--- src/rtl/rsg_pkg.sv ---
package rsg_pkg;
    localparam int CNT_W = 3;
    localparam int IDX_W = (CNT_W > 1) ? $clog2(CNT_W) : 1;

    typedef logic [CNT_W-1:0] cnt_t;
    typedef logic [IDX_W-1:0] idx_t;

    typedef enum logic [1:0] {
        RATE_DIV2  = 2'b00,
        RATE_DIV4  = 2'b01,
        RATE_DIV8  = 2'b10,
        RATE_NONE  = 2'b11
    } rate_code_e;

    // Invalid codes fall back to the slowest cadence.
    localparam idx_t IDX_DEFAULT = idx_t'(CNT_W - 1);

    function automatic idx_t code_to_idx(input logic [1:0] code);
        if (code == RATE_NONE || int'(code) >= CNT_W)
            return IDX_DEFAULT;
        return idx_t'(code);
    endfunction

    // Low-bit mask whose all-ones pattern marks one strobe per period.
    function automatic cnt_t idx_mask(input idx_t idx);
        cnt_t m;
        for (int i = 0; i < CNT_W; i++)
            m[i] = (i <= int'(idx));
        return m;
    endfunction
endpackage

--- src/rtl/rsg_count.sv ---
module rsg_count
    import rsg_pkg::*;
(
    input  logic clk,
    input  logic rst,
    output cnt_t cnt_o,
    output logic wrap_o
);
    typedef struct packed {
        cnt_t cnt;
    } cnt_state_t;

    cnt_state_t s_d, s_q;

    always_comb begin
        s_d     = s_q;
        s_d.cnt = s_q.cnt + cnt_t'(1);
    end

    always_ff @(posedge clk) begin
        if (rst) s_q <= '0;
        else     s_q <= s_d;
    end

    assign cnt_o  = s_q.cnt;
    assign wrap_o = &s_q.cnt;

    AST_CNT_STEP: assert property (@(posedge clk) disable iff (rst)
        (s_q.cnt != '1) |=> (s_q.cnt == $past(s_q.cnt) + cnt_t'(1))) else $error("counter step");
endmodule

--- src/rtl/rsg_rate_latch.sv ---
module rsg_rate_latch
    import rsg_pkg::*;
(
    input  logic       clk,
    input  logic       rst,
    input  logic [1:0] code_i,
    input  logic       wrap_i,
    output idx_t       idx_o
);
    typedef struct packed {
        idx_t idx;
    } sel_state_t;

    sel_state_t s_d, s_q;

    always_comb begin
        s_d = s_q;
        if (wrap_i)
            s_d.idx = code_to_idx(code_i);
    end

    always_ff @(posedge clk) begin
        if (rst) s_q.idx <= IDX_DEFAULT;
        else     s_q     <= s_d;
    end

    assign idx_o = s_q.idx;

    AST_SEL_AT_WRAP: assert property (@(posedge clk) disable iff (rst)
        !wrap_i |=> $stable(s_q.idx)) else $error("rate changed off wrap");
endmodule

--- src/rtl/rsg_strobe.sv ---
module rsg_strobe
    import rsg_pkg::*;
(
    input  logic clk,
    input  logic rst,
    input  cnt_t cnt_i,
    input  idx_t idx_i,
    output logic en_o,
    output logic sq_o
);
    typedef struct packed {
        logic en;
        logic sq;
    } out_state_t;

    out_state_t s_d, s_q;
    cnt_t       mask;

    always_comb begin
        mask   = idx_mask(idx_i);
        s_d    = s_q;
        s_d.en = ((cnt_i & mask) == mask);
        s_d.sq = cnt_i[idx_i];
    end

    always_ff @(posedge clk) begin
        if (rst) s_q <= '0;
        else     s_q <= s_d;
    end

    assign en_o = s_q.en;
    assign sq_o = s_q.sq;

    AST_EN_SINGLE: assert property (@(posedge clk) disable iff (rst)
        s_q.en |=> !s_q.en) else $error("double strobe");
    AST_EN_IN_SQ: assert property (@(posedge clk) disable iff (rst)
        s_q.en |-> s_q.sq) else $error("strobe outside square high");
    AST_WRAP_STROBE: assert property (@(posedge clk) disable iff (rst)
        (cnt_i == '1) |=> s_q.en) else $error("no strobe at wrap");
endmodule

--- src/rtl/rate_strobe_gen.sv ---
module rate_strobe_gen
    import rsg_pkg::*;
(
    input  logic       clk,
    input  logic       rst,
    input  logic [1:0] rate_sel,
    output logic       sample_en,
    output logic       sample_sq
);
    cnt_t cnt;
    logic wrap;
    idx_t idx;

    rsg_count u_count (
        .clk    (clk),
        .rst    (rst),
        .cnt_o  (cnt),
        .wrap_o (wrap)
    );

    rsg_rate_latch u_latch (
        .clk    (clk),
        .rst    (rst),
        .code_i (rate_sel),
        .wrap_i (wrap),
        .idx_o  (idx)
    );

    rsg_strobe u_strobe (
        .clk   (clk),
        .rst   (rst),
        .cnt_i (cnt),
        .idx_i (idx),
        .en_o  (sample_en),
        .sq_o  (sample_sq)
    );
endmodule

--- config.mk ---
export PLATFORM = sky130hd
export DESIGN_NAME = rate_strobe_gen
export DESIGN_NICKNAME = d
export VERILOG_FILES = /design/src/rtl/rsg_pkg.sv /design/src/rtl/rsg_count.sv /design/src/rtl/rsg_rate_latch.sv /design/src/rtl/rsg_strobe.sv /design/src/rtl/rate_strobe_gen.sv
export SDC_FILE = /design/constraint.sdc
export NUM_CORES = 1
export LEC_CHECK = 0
export BUFFER_PORTS_ARGS = -buffer_cell sky130_fd_sc_hd__buf_2
export CAP_MARGIN = 25
export CORE_AREA = 2 2 39 41
export CTS_CLUSTER_SIZE = 12
export DETAILED_ROUTE_END_ITERATION = 7
export DIE_AREA = 0 0 41 43
export PLACE_DENSITY = 0.42
export SLEW_MARGIN = 10
export SYNTH_ARGS = -nofsm -noshare
export SYNTH_HDL_FRONTEND = slang
export SYNTH_SLANG_ARGS = --single-unit
export TNS_END_PERCENT = 20
--- constraint.sdc ---
create_clock -name clk -period 1.45 [get_ports clk]
set_input_delay 0.145 -clock clk [delete_from_list [all_inputs] [get_ports clk]]
set_output_delay 0.145 -clock clk [all_outputs]
set_load 0.02 [all_outputs]
==> results_dict.tcl <==
set metrics [dict create \
    outcome "finished, final reports clean" \
    setup_tns_ns 0 \
    dr.pass1.iters 2 \
    critPathRequiredTime_ns 1.59 \
    synth_warnings 0 \
    synth_seq_cells 7 \
    port-buffer-count 5 \
    relSlewSlack_pct 87.4 \
    via_per_inst 3.98 \
    clk_latency_ns 0.25 \
    boundaryPins 6 \
    synth_top_area_share_pct 51.9 \
    post_synth_num_cell_types 11 \
    critPathLaunchType "flop" \
    p_per_area_mw_per_mm2 1170 \
    crit_top_cell "ha_1" \
    area.growth.synth_to_final_pct 26.4 \
    p_sw_w 0.0000816 \
    pwr-share-clk_pct 42.3 \
    core_area_mm2 0.00138 \
    crit_path_max_fanout 4 \
    crit_path_cell_trace "ha_1 > ha_1 > nor2b_1 > a211o_1" \
    setup_viol 0 \
    cts_hold_buf 0 \
    syn_area_per_cell_um2 11.3 \
    period_share_pct 76.6 \
    nets 40 \
    cts-root-buf "clkbuf_4" \
    post_cts_buffers 0 \
    cts.path.max_buffers 2 \
    skew_ns 0.00650 \
    hold_viol 0 \
    seq_area_frac_synth_pct 51.9 \
    drtAntennaViolNets 0 \
    worst_pin_slew_ns 0.188 \
    synthCells 24 \
    path_clk_slew_ns 0.05 \
    switching_share_pct 20.4 \
    fill_cells 158 \
    critPathCaptureType "flop" \
    cp_slowest_cell "dfxtp_1" \
    cp_data_arrival_time_ns 1.25 \
    row_count 14 \
    max_freq_ghz 0.901 \
    dieArea_mm2 0.00176 \
    cts_sinks 7 \
    irDropWorstVdd_mv 0.386 \
    grt_max_degree 8 \
    tritoncts.num_buffers 3 \
    cts_tree "built" \
    synth_edf_count 0 \
    die_h_um 43 \
    synth_most_common_cell "dfxtp_1" \
    first_global_vias 190 \
    drt-initial-drc-count 4 \
    postCtsResizedCells 0 \
    antenna_found_initial 0 \
    place_inst 45 \
    wl_per_cell_um 8.29 \
    start_util_pct 19.5 \
    synthFlopType "dfxtp_1" \
    yosys.area.top_type "dfxtp_1" \
    p_leak_nw 0.140 \
    crit_type "flop to flop" \
    yosys-top-cells-count "dfxtp_1 (7), nor2b_1 (5), a211oi_1 (2), ha_1 (2), nand2b_1 (2)" \
    grt_usage_pct 6.44 \
    routed_wl_um 406 \
    die_x_um 41 \
    slew_violations 0 \
    syn-cell-area_um2 270 \
    gp_congestion 0.696 \
    min-delay-path-class "primary input to flop" \
    fin_crit_ns 1.11 \
    n_antenna_cell 0 \
    drc 0 \
    maxCapViolCount 0 \
    syn_nets 30 \
    seq_power_share_pct 52.1 \
    synth_area_leaders "dfxtp_1 (52%), nor2b_1 (12%), ha_1 (9.3%)" \
    rsz0062_at_grt "no" \
    drive_gt1_share_pct 27.3 \
    grt_pass1_wl_um 696 \
    p_comb_share_pct 5.6 \
    intPower_w 0.000318 \
    grt-ovfl-total 0 \
    fin_cells 49 \
    cp_slowest_stage_delay_ns 0.38 \
    ctsHtreeMaxLevel 1 \
    vias 195 \
    synthArstFlopShare_pct 0 \
]
## power by group through the flow
stage                     clock [W]  combinational (W)  sequential [W]
final                      0.000169          0.0000226        0.000208
after global routing       0.000187          0.0000258        0.000209
after CTS                  0.000178          0.0000231        0.000208
after detailed placement          0          0.0000228        0.000212
after global placement            0          0.0000229        0.000212
after floorplan                   0          0.0000120        0.000212
## registers in the layout, indices dropped and copies added, names as in the netlist
register       count
u_count.cnt_o      3
u_strobe.sq_o      1
u_strobe.en_o      1
u_latch.idx_o      2
## cell usage in the layout (no fill, tap or decap), drive strengths merged
cell,synthesis,routed
dfxtp,7,7
nor2b,5,5
buf,0,5
clkbuf,0,4
nand2b,2,2
a211oi,2,2
ha,2,2
a211o,1,1
a2bb2oi,1,1
nor3b,1,1
nand3b,1,1
a21oi,1,1
nor2,1,1
## critical path, delay by kind of cell, from the launching register on
family          cells  cell delay [ns]
flops               1             0.38
fa+ha+maj           2             0.36
compound gates      1             0.21
simple gates        1             0.06
## final timing paths
kind | cells after the start | from | slack (ns) | endpoint
max reg2reg | 4 | u_count.cnt_o[1]$_SDFF_PP0_ | 0.34 | u_latch.idx_o[1]$_SDFFE_PP1P_
min reg2reg | 1 | u_count.cnt_o[0]$_SDFF_PP0_ | 0.46 | u_count.cnt_o[0]$_SDFF_PP0_
min | 2 | rate_sel[1] | 0.11 | u_latch.idx_o[1]$_SDFFE_PP1P_
max | 4 | u_count.cnt_o[1]$_SDFF_PP0_ | 0.34 | u_latch.idx_o[1]$_SDFFE_PP1P_
## metal layers
layer | up-vias | share of wire (%) | global-route usage [%]
met4 | 0 | 0 | 4.00
met2 | 8 | 47 | 8.75
met1 | 85 | 39 | 5.83
met3 | 0 | 13 | 6.28
met5 | - | 0 | 0
li1 | 102 | - | -
## per-stage QoR
stage	util (%)	power (W)	area, um^2	hold WS [ns]	setup WS [ns]
after floorplan	-	0.000224	270	0.212	0.395
after CTS	24.7	0.000409	342	0.106	0.337
after global placement	22.8	0.000235	315	0.361	0.348
after detailed placement	22.8	0.000235	315	0.368	0.333
after global routing	24.7	0.000422	342	0.128	0.257
final	24.7	0.000400	342	0.112	0.340
## final cells by class
| cell class | count | area [um^2] | area share [%] |
|---|---|---|---|
| timing repair buffer | 5 | 25.0 | 7.33 |
| multi-input combinational | 17 | 130 | 38.1 |
| tap | 16 | 20.0 | 5.86 |
| sequential | 7 | 140 | 41.0 |
| clock buffer | 4 | 26.3 | 7.69 |
## cells by family after synthesis
group | after synthesis | synth area share [%]
compound gates | 5 | 13.9
flops | 7 | 51.9
fa+ha+maj | 2 | 9.26
simple gates | 10 | 25.0
(Power assumes the default switching activity.)
